### config.mk
export PLATFORM = sky130hd
export DESIGN_NAME = alarm_chime_unit
export DESIGN_NICKNAME = d
export VERILOG_FILES = /design/src/rtl/alarm_chime_pkg.sv /design/src/rtl/tick_edge.sv /design/src/rtl/alarm_time_reg.sv /design/src/rtl/alarm_match.sv /design/src/rtl/chime_seq.sv /design/src/rtl/alarm_chime_unit.sv
export SDC_FILE = /design/constraint.sdc
export NUM_CORES = 1
export LEC_CHECK = 0
export ABC_AREA = 1
export CORE_AREA = 4 4 76 78
export CTS_CLUSTER_DIAMETER = 200
export DETAILED_ROUTE_END_ITERATION = 10
export DIE_AREA = 0 0 80 82
export MAX_ROUTING_LAYER = met4
export PLACE_DENSITY = 0.8
export SLEW_MARGIN = 20
export SYNTH_ARGS = -nofsm -noshare
export SYNTH_HDL_FRONTEND = slang
export SYNTH_SLANG_ARGS = --single-unit
export TNS_END_PERCENT = 5
### constraint.sdc
create_clock -name clk -period 4.1 [get_ports clk]
set_input_delay 0.41 -clock clk [delete_from_list [all_inputs] [get_ports clk]]
set_output_delay 0.41 -clock clk [all_outputs]
set_load 0.02 [all_outputs]
### src/rtl/alarm_chime_pkg.sv
package alarm_chime_pkg;

  typedef logic [7:0] bcd2_t;

  function automatic int unsigned bcd_to_bin(bcd2_t v);
    return 32'(v[7:4]) * 10 + 32'(v[3:0]);
  endfunction

  function automatic bcd2_t bin_to_bcd(int unsigned b);
    bcd2_t r;
    r[7:4] = 4'(b / 10);
    r[3:0] = 4'(b % 10);
    return r;
  endfunction

  // advance a two-digit BCD value by one, wrapping at modulus
  function automatic bcd2_t bcd_step(bcd2_t v, int unsigned modulus);
    int unsigned n;
    n = bcd_to_bin(v) + 1;
    if (n >= modulus) n = 0;
    return bin_to_bcd(n);
  endfunction

  function automatic logic bcd_legal(bcd2_t v, int unsigned modulus);
    return (v[3:0] <= 4'd9) && (v[7:4] <= 4'd9) && (bcd_to_bin(v) < modulus);
  endfunction

endpackage

### src/rtl/tick_edge.sv
module tick_edge (
  input  logic clk,
  input  logic clr_n,
  input  logic phase_in,
  output logic phase_q,
  output logic tick
);

  always_ff @(posedge clk or negedge clr_n) begin
    if (!clr_n) phase_q <= 1'b0;
    else        phase_q <= phase_in;
  end

  assign tick = phase_in & ~phase_q;

endmodule

### src/rtl/alarm_time_reg.sv
module alarm_time_reg
  import alarm_chime_pkg::*;
#(
  parameter int unsigned HOURS   = 24,
  parameter int unsigned MINUTES = 60
) (
  input  logic  clk,
  input  logic  clr_n,
  input  logic  tick,
  input  logic  run_en,
  input  logic  set_mode,
  input  logic  hour_req,
  input  logic  min_req,
  output bcd2_t alarm_hour,
  output bcd2_t alarm_min
);

  logic step_ok;
  assign step_ok = tick & set_mode & ~run_en;

  always_ff @(posedge clk or negedge clr_n) begin
    if (!clr_n) begin
      alarm_hour <= '0;
      alarm_min  <= '0;
    end else if (step_ok) begin
      if (hour_req) alarm_hour <= bcd_step(alarm_hour, HOURS);
      if (min_req)  alarm_min  <= bcd_step(alarm_min, MINUTES);
    end
  end

  AST_SET_HOLD: assert property (@(posedge clk) disable iff (!clr_n)
    (!set_mode || run_en || !tick) |=> ($stable(alarm_hour) && $stable(alarm_min)));

  AST_HOUR_LEGAL: assert property (@(posedge clk) disable iff (!clr_n)
    bcd_legal(alarm_hour, HOURS));

  AST_MIN_LEGAL: assert property (@(posedge clk) disable iff (!clr_n)
    bcd_legal(alarm_min, MINUTES));

endmodule

### src/rtl/alarm_match.sv
module alarm_match
  import alarm_chime_pkg::*;
(
  input  logic  clk,
  input  logic  clr_n,
  input  logic  alarm_en,
  input  logic  run_en,
  input  bcd2_t cur_hour,
  input  bcd2_t cur_min,
  input  bcd2_t alarm_hour,
  input  bcd2_t alarm_min,
  output logic  alarm_led
);

  logic same_time;
  assign same_time = (cur_hour == alarm_hour) && (cur_min == alarm_min);

  // level compare: the lamp follows the match, so it drops once the minute moves on
  always_ff @(posedge clk or negedge clr_n) begin
    if (!clr_n) alarm_led <= 1'b0;
    else        alarm_led <= alarm_en & run_en & same_time;
  end

  AST_ALARM_ON: assert property (@(posedge clk) disable iff (!clr_n)
    (alarm_en && run_en && cur_hour == alarm_hour && cur_min == alarm_min) |=> alarm_led);

  AST_ALARM_DISARM: assert property (@(posedge clk) disable iff (!clr_n)
    !alarm_en |=> !alarm_led);

  AST_ALARM_PASSED: assert property (@(posedge clk) disable iff (!clr_n)
    (cur_min != alarm_min) |=> !alarm_led);

endmodule

### src/rtl/chime_seq.sv
module chime_seq
  import alarm_chime_pkg::*;
#(
  parameter int unsigned HOURS = 24
) (
  input  logic  clk,
  input  logic  clr_n,
  input  logic  tick,
  input  logic  phase_q,
  input  bcd2_t cur_hour,
  input  bcd2_t cur_min,
  output logic  chime_led
);

  localparam int unsigned CNT_W = $clog2(HOURS + 1);

  logic [CNT_W-1:0] hour_bin;
  logic [CNT_W-1:0] cnt;
  logic             slot;
  logic             min_zero;

  assign min_zero = (cur_min == 8'h00);
  assign hour_bin = bcd_legal(cur_hour, HOURS) ? CNT_W'(bcd_to_bin(cur_hour)) : '0;

  always_ff @(posedge clk or negedge clr_n) begin
    if (!clr_n) begin
      cnt  <= '0;
      slot <= 1'b0;
    end else if (!min_zero) begin
      cnt  <= '0;
      slot <= 1'b0;
    end else if (tick) begin
      if (cnt < hour_bin) begin
        cnt  <= cnt + CNT_W'(1);
        slot <= 1'b1;
      end else begin
        slot <= 1'b0;
      end
    end
  end

  assign chime_led = slot & phase_q;

  AST_CHIME_CNT_CLR: assert property (@(posedge clk) disable iff (!clr_n)
    !min_zero |=> (cnt == '0));

  AST_CHIME_CNT_CAP: assert property (@(posedge clk) disable iff (!clr_n)
    cnt <= CNT_W'(HOURS - 1));

  AST_CHIME_HOUR0: assert property (@(posedge clk) disable iff (!clr_n)
    (min_zero && cur_hour == 8'h00 && $stable(cur_hour) && cnt == '0) |=> (cnt == '0));

endmodule

### src/rtl/alarm_chime_unit.sv
module alarm_chime_unit
  import alarm_chime_pkg::*;
#(
  parameter int unsigned HOURS_PER_DAY = 24,
  parameter int unsigned MINS_PER_HOUR = 60
) (
  input  logic       clk,
  input  logic       clr_n,
  input  logic       sec_phase,
  input  logic       run_en,
  input  logic       alarm_en,
  input  logic       alarm_set,
  input  logic       hour_req,
  input  logic       min_req,
  input  logic [7:0] cur_hour,
  input  logic [7:0] cur_min,
  output logic       alarm_led,
  output logic       chime_led,
  output logic [7:0] alarm_hour,
  output logic [7:0] alarm_min
);

  logic phase_q;
  logic tick;

  tick_edge u_tick (
    .clk      (clk),
    .clr_n    (clr_n),
    .phase_in (sec_phase),
    .phase_q  (phase_q),
    .tick     (tick)
  );

  alarm_time_reg #(
    .HOURS   (HOURS_PER_DAY),
    .MINUTES (MINS_PER_HOUR)
  ) u_time (
    .clk        (clk),
    .clr_n      (clr_n),
    .tick       (tick),
    .run_en     (run_en),
    .set_mode   (alarm_set),
    .hour_req   (hour_req),
    .min_req    (min_req),
    .alarm_hour (alarm_hour),
    .alarm_min  (alarm_min)
  );

  alarm_match u_match (
    .clk        (clk),
    .clr_n      (clr_n),
    .alarm_en   (alarm_en),
    .run_en     (run_en),
    .cur_hour   (cur_hour),
    .cur_min    (cur_min),
    .alarm_hour (alarm_hour),
    .alarm_min  (alarm_min),
    .alarm_led  (alarm_led)
  );

  chime_seq #(
    .HOURS (HOURS_PER_DAY)
  ) u_chime (
    .clk       (clk),
    .clr_n     (clr_n),
    .tick      (tick),
    .phase_q   (phase_q),
    .cur_hour  (cur_hour),
    .cur_min   (cur_min),
    .chime_led (chime_led)
  );

  AST_CHIME_DARK_LOW: assert property (@(posedge clk) disable iff (!clr_n)
    !sec_phase |=> !chime_led);

  AST_CLEAR_STATE: assert property (@(posedge clk)
    !clr_n |-> (!alarm_led && !chime_led && alarm_hour == 8'h00 && alarm_min == 8'h00));

endmodule

* Yosys cells after proc, flatten, opt, wreduce, memory -nomap -nowiden
Cells that the tools add are included.
** Cells by class
- Add/sub/neg operators :: 6
- Multiply operators :: 3
- Div/mod/pow operators :: 4
- $lt $le $gt $ge :: 6
- Equality and inequality tests :: 4
- Mux-type cells :: 13
- Bitwise operators :: 8
- Reduce and logical (&&, ||, !) cells :: 7
** Operator list (count)
- 2-to-1 mux 32 bit :: 6
- adder 32 x 1 -> 32 bit, second input constant :: 2
- divider 32 x 4 -> 32 bit, second input constant :: 2
- modulo 32 x 4 -> 32 bit, second input constant :: 2
- >= comparator 32 x 5 -> 1 bit, second input constant :: 1
- >= comparator 32 x 6 -> 1 bit, second input constant :: 1
- < comparator 32 x 5 -> 1 bit, second input constant :: 1
- adder 8 x 4 -> 9 bit :: 3
- multiplier 4 x 3 -> 7 bit, second input constant :: 3
- 2-to-1 mux 5 bit :: 4
- == test 8 bit :: 2
- less-or-equal comparator 4 bit, second input constant :: 2
- zero test 8 bit :: 1
- AND 1 bit :: 6
- AND reduction 2 bit :: 3
- adder 5 x 1 -> 5 bit, second input constant :: 1
- < comparator 5 bit :: 1
- != test 2 bit, second input constant :: 2
- logical AND 1 bit :: 3
- 2-to-1 mux 1 bit :: 3
- NOT 1 bit :: 2
** Storage, ports and cells
- Bits in registers :: 24
- Bits of input ports :: 24
- Output and inout bits :: 18
- Logic and storage cells :: 57

* Longest topological paths before layout
- Depth in word-level cells :: 9
- Gate-level depth with buffers :: 27
- Mapped depth without buffers :: 27

* Cells and area by module
A second synthesis with hierarchy kept.
** Unflattened totals
- Cells, all modules :: 423
- Area, all modules :: 2895.3 um^2
** By module, submodules not included
- alarm_time_reg :: instances 1, cells an instance 242, area each 1749.2 um^2, sequential area each 400.4 um^2
- chime_seq :: instances 1, cells an instance 105, area each 788.3 um^2, sequential area each 150.1 um^2
- alarm_match :: instances 1, cells an instance 73, area each 322.8 um^2, sequential area each 25.0 um^2
- tick_edge :: instances 1, cells an instance 3, area each 35.0 um^2, sequential area each 25.0 um^2

* Worst setup path after synthesis
No wires, ideal clock.
- Path type :: register to register
- Start :: register u_time.alarm_min[5]
- End :: register u_time.alarm_min[3]
- Library setup time :: 66 ps
- Data arrival time :: 3232 ps
- Required time :: 4034 ps
- Slack :: 803 ps
- Stages on the path, launching flop included :: 28
- Path buffers :: 0
- Period minus slack after synthesis :: 3297 ps
- Cells stage by stage :: dfrtp_1 ha_1 ha_1 fa_1 nand2_1 inv_1 nand2_1 nand2_1 inv_1 nand3_1 nand2_2 nor2_2 nor2_4 nand2_2 nor2_2 nand2_2 nand2_4 nand2_4 nand2_1 inv_1 ha_1 inv_1 nand3_1 nand2_1 nand2_1 nand2_1 nand2_1 nand2_1
** On the way
- Word-level cells in the longest chain between the ends :: 8
** Ends and longest elaborated chain
- start, declared :: RTL line alarm_time_reg.sv:15 : output bcd2_t alarm_min
- start signal, assigned :: RTL line alarm_time_reg.sv:27 : if (min_req) alarm_min <= bcd_step(alarm_min, MINUTES);
- multiplier 4 x 3 -> 7 bit (*) :: RTL line alarm_chime_pkg.sv:6 : return 32'(v[7:4]) * 10 + 32'(v[3:0]);
- adder 8 x 4 -> 9 bit (*) :: RTL line alarm_chime_pkg.sv:6
- adder 32 x 1 -> 32 bit (*) :: RTL line alarm_chime_pkg.sv:19 : n = bcd_to_bin(v) + 1;
- >= comparator 32 x 6 -> 1 bit :: RTL line alarm_chime_pkg.sv:20 : if (n >= modulus) n = 0;
- 2-to-1 mux 32 bit (*) :: RTL line alarm_chime_pkg.sv:20
- 2-to-1 mux 32 bit (*) :: RTL line alarm_time_reg.sv:27
- 2-to-1 mux 32 bit (*) :: RTL line alarm_time_reg.sv:25 : end else if (step_ok) begin
- modulo 32 x 4 -> 32 bit (*) :: RTL line alarm_chime_pkg.sv:12 : r[3:0] = 4'(b % 10);
Mark *: on every way between the ends. The rest lies on a longest branch, timed or not. The select of a mux whose other input is x is not followed.
A chain may end at the register's enable or synchronous reset.

* Worst setup path in the final report
- Start :: input cur_hour[5]
- End :: register u_chime.cnt[4]
** On the way
- Word-level cells in the longest chain between the ends :: 8
- Elaborated cells on any way between the ends :: 10
- Classes of those cells :: add/sub: 1; mul: 1; order compare: 3; eq/ne: 1; mux: 1; reduce/logical: 3
** Ends and longest elaborated chain
- start, declared :: RTL line alarm_chime_unit.sv:15 : input logic [7:0] cur_hour,
- multiplier 4 x 3 -> 7 bit :: RTL line alarm_chime_pkg.sv:6
- adder 8 x 4 -> 9 bit :: RTL line alarm_chime_pkg.sv:6
- < comparator 32 x 5 -> 1 bit :: RTL line alarm_chime_pkg.sv:25 : return (v[3:0] <= 4'd9) && (v[7:4] <= 4'd9) && (bcd_to_bin(v) < modulus);
- logical AND 1 bit :: RTL line alarm_chime_pkg.sv:25
- 2-to-1 mux 5 bit (*) :: RTL line chime_seq.sv:23 : assign hour_bin = bcd_legal(cur_hour, HOURS) ? CNT_W'(bcd_to_bin(cur_hour)) : '0;
- < comparator 5 bit (*) :: RTL line chime_seq.sv:33 : if (cnt < hour_bin) begin
- != test 2 bit (no source line) (*)
- AND reduction 2 bit (no source line) (*)
- end signal, assigned :: RTL line chime_seq.sv:34 : cnt <= cnt + CNT_W'(1);
- end, declared :: RTL line chime_seq.sv:18 : logic [CNT_W-1:0] cnt;
Mark *: on every way between the ends. The rest lies on a longest branch, timed or not.

==> impl_metrics.json <==
{
  "outcome": "finished clean",
  "synth.avg_cell_area_um2": 6.92,
  "ys_seq_area_share_pct": 21.8,
  "dpl.hpwl_um": 5380,
  "clock_path_buffers": 2,
  "power.density_nw_per_um2": 689,
  "worstSetupStartpointType": "input port",
  "synth_area_leaders": "dfrtp_1 (22%), ha_1 (15%), nand2_1 (14%)",
  "finalHoldViolations": 0,
  "clkTransAtPathRegs_ns": 0.09,
  "synth-xor-area-share_pct": 4.14,
  "cp.required_ns": 4.25,
  "share_comb_of_total_power_pct": 73.8,
  "placementRows": 26,
  "grt_pass1_wl_um": 11600,
  "cts_tree": "done",
  "crit_end": "u_chime.cnt[4]",
  "synth_compound_area_share_pct": 9.95,
  "clk_latency_ns": 0.27,
  "cts_resized": 0,
  "ctsHtreeMaxLevel": 1,
  "dp.cells": 510,
  "postSynthCellCount": 398,
  "grt_usage_pct": 22.6,
  "setup_violations": 0,
  "wirelength_um": 6450,
  "fin_nets": 509,
  "r2r_cells": 26,
  "ys_ff_latch": 24,
  "drt-met1-wl_um": 2930,
  "fin_total_pwr_uw": 2290,
  "reg2reg_from": "u_time.alarm_min[6]",
  "synth_top_family_by_area": "simple AND/OR/NAND/NOR gates",
  "worstMarginPinSlew_ns": 0.544,
  "seq_power_share_pct": 17.1,
  "top_layer": "met4",
  "port_buffers": 41,
  "first_global_vias": 2637,
  "core_area_um2": 5070,
  "grt_overflow": 0,
  "slew_headroom_pct": 63.7,
  "fin_ws_ns": 0.467,
  "peakVddDrop_mv": 0.655,
  "die_w_um": 80,
  "fmax_mhz": 275,
  "post-route-period-util_pct": 88.6,
  "fill_cells": 466,
  "worst_ep_arrival_time_ns": 3.79,
  "cts-root-buf": "clkbuf_8",
  "n_antenna_cell": 0,
  "cp_max_fo": 5,
  "internal_power_uw": 1090,
  "fin_cells": 514,
  "dr_wl_met2_um": 3080,
  "wl_per_cell_um": 12.5,
  "place.gp.congestion": 0.900,
  "syn_area_um2": 2750,
  "p_clk_share_pct": 9.1,
  "post-place-ws_ns": 0.241,
  "skew_ns": 0.00367,
  "max_cap_violations": 0,
  "synth_cell_types": 32,
  "syn_to_final_growth_pct": 20.9,
  "timing.rr.end": "u_time.alarm_min[3]",
  "hold_path.class": "in2async",
  "num_vias": 2683,
  "reg2reg_slack_ns": 0.61,
  "sw_frac_of_total_pct": 52.6,
  "hold_buffers": 0,
  "setup_tns_ns": 0,
  "net-switching-power_uw": 1210,
  "p_leak_uw": 0.00177,
  "crit_start": "cur_hour[5]",
  "syn_nets": 462,
  "endpoint_kind": "flop",
  "first_pass_iters": 4,
  "numCtsBuffers": 3,
  "rsz0062_at_grt": "no",
  "drv_slew": 0,
  "die_h_um": 82,
  "grt_start_max_net_pins": 25,
  "synth-simple-area-share_pct": 35.0,
  "route.met3.wl_um": 336,
  "period_needed_ns": 3.63,
  "layout-drive-gt1-share_pct": 8.11,
  "ys_warn_count": 0,
  "synth_top_area_cell": "dfrtp_1",
  "synthAdderAreaFrac_pct": 19.8,
  "path_class": "in2reg",
  "drc": 0,
  "start_util_pct": 54.2,
  "ant_nets": 0,
  "antenna_found_initial": 0,
  "vias_per_cell": 5.22,
  "pin_count": 42,
  "synth_top_area_share_pct": 21.8,
  "drt-initial-drc-count": 130,
  "cts.sinks": 24,
  "synthMuxAreaShare_pct": 0,
  "die-area_um2": 6560,
  "cts_setup_buffers": 0
}
-- layout make-up --
class                   count  area, µm²  area share, %
repair buffers             43        420           12.6
well taps                  70       87.6           2.63
flip-flops and latches     24        601           18.0
multi-input cells         306       1900           57.0
clock buffers               3       41.3           1.24
inverters                  67        251           7.56
clock inverters             1       30.0          0.902
-- layout by cell type (no fill, tap or decap), types with 2 or more instances in the layout --
master	netlist	final
nor2_1	20	20
nand4_1	11	11
buf_4	0	2
o22ai_1	4	4
o211ai_1	2	2
nand3b_1	5	5
nand2_2	12	12
clkbuf_8	0	3
o21ai_0	21	21
nor2_2	5	5
o31ai_1	3	3
nand3_1	35	35
inv_1	64	64
nor4_1	3	3
xor2_1	8	8
fa_1	6	6
xnor2_1	5	5
nand2_4	2	2
nand2_1	105	105
or2_2	2	2
nand3_2	3	3
a21oi_1	10	10
ha_1	34	34
a221oi_1	3	3
inv_2	3	3
clkdlybuf4s50_1	0	40
dfrtp_1	24	24
-- cells in the mapped netlist, drive strengths merged --
cell type	n
a211oi	1
a21oi	10
a221oi	3
a31o	1
a31oi	1
clkbuf	1
dfrtp	24
fa	6
ha	34
inv	67
nand2	119
nand3	38
nand3b	5
nand4	11
nor2	26
nor3	1
nor4	3
o211ai	2
o21a	1
o21ai	21
o22ai	4
o31ai	3
or2	3
xnor2	5
xor2	8
-- through the flow --
stage               hold WS, ns  instance area [µm²]  utilization [%]
floorplan                 0.114                 2750                -
global placement          0.538                 3260             64.3
detailed placement        0.536                 3260             64.3
CTS                       0.587                 3330             65.7
global route              0.147                 3330             65.6
finish                    0.114                 3330             65.6
-- power groups by stage --
stage               sequential [µW]  combinational, µW  clock (µW)
floorplan                       435               1240           0
global placement                396               1650           0
detailed placement              396               1680           0
CTS                             392               1690         212
global route                    405               1960         221
finish                          391               1690         209
-- kinds of logic (layout without fill, tap and decap cells) --
group	Yosys count	after routing
AO/OA/AOI/OAI	47	47
XOR/XNOR	13	13
adder cells (fa/ha/maj)	40	40
buffers and inverters	68	114
flip-flops	24	24
AND/OR/NAND/NOR	206	206
-- routing by layer --
metal,up-vias,GRT usage (%)
met5,-,-
met4,0,5.07
met3,13,2.74
met2,57,38.9
met1,1220,28.5
li1,1393,-
-- flip-flops by register name, indices dropped and copies added (netlist names) --
register,cells
u_time.alarm_hour,8
u_time.alarm_min,8
u_chime.cnt,5
u_chime.slot,1
u_match.alarm_led,1
u_tick.phase_q,1
-- worst min-delay path by stage --
stage	start	to	slack, ns	cells past startpoint
2_1_floorplan	clr_n	u_chime.cnt[0]	0.11	0
3_3_place_gp	u_chime.cnt[4]	u_chime.cnt[4]	0.54	2
3_5_place_dp	u_chime.slot	u_chime.slot	0.54	2
4_1_cts	u_chime.slot	u_chime.slot	0.59	2
5_1_grt	clr_n	u_time.alarm_hour[5]	0.15	1
6_report	clr_n	u_time.alarm_hour[0]	0.11	1
-- critical path, cell delays in order --
cell and delay (ns):
clkdlybuf4s50_1 0.50, ha_1 0.34, ha_1 0.23, fa_1 0.48, inv_1 0.05, nand2_1 0.06
nand4_1 0.08, nor2_1 0.11, nand2_1 0.06, inv_1 0.11, nand2_1 0.07, ha_1 0.29
nand2_1 0.09, nor2_1 0.05, nand2_1 0.06, o211ai_1 0.07, or2_2 0.32, inv_1 0.09
nand2_1 0.08, o21ai_0 0.21, a21oi_1 0.07
(Power assumes the default switching activity.)
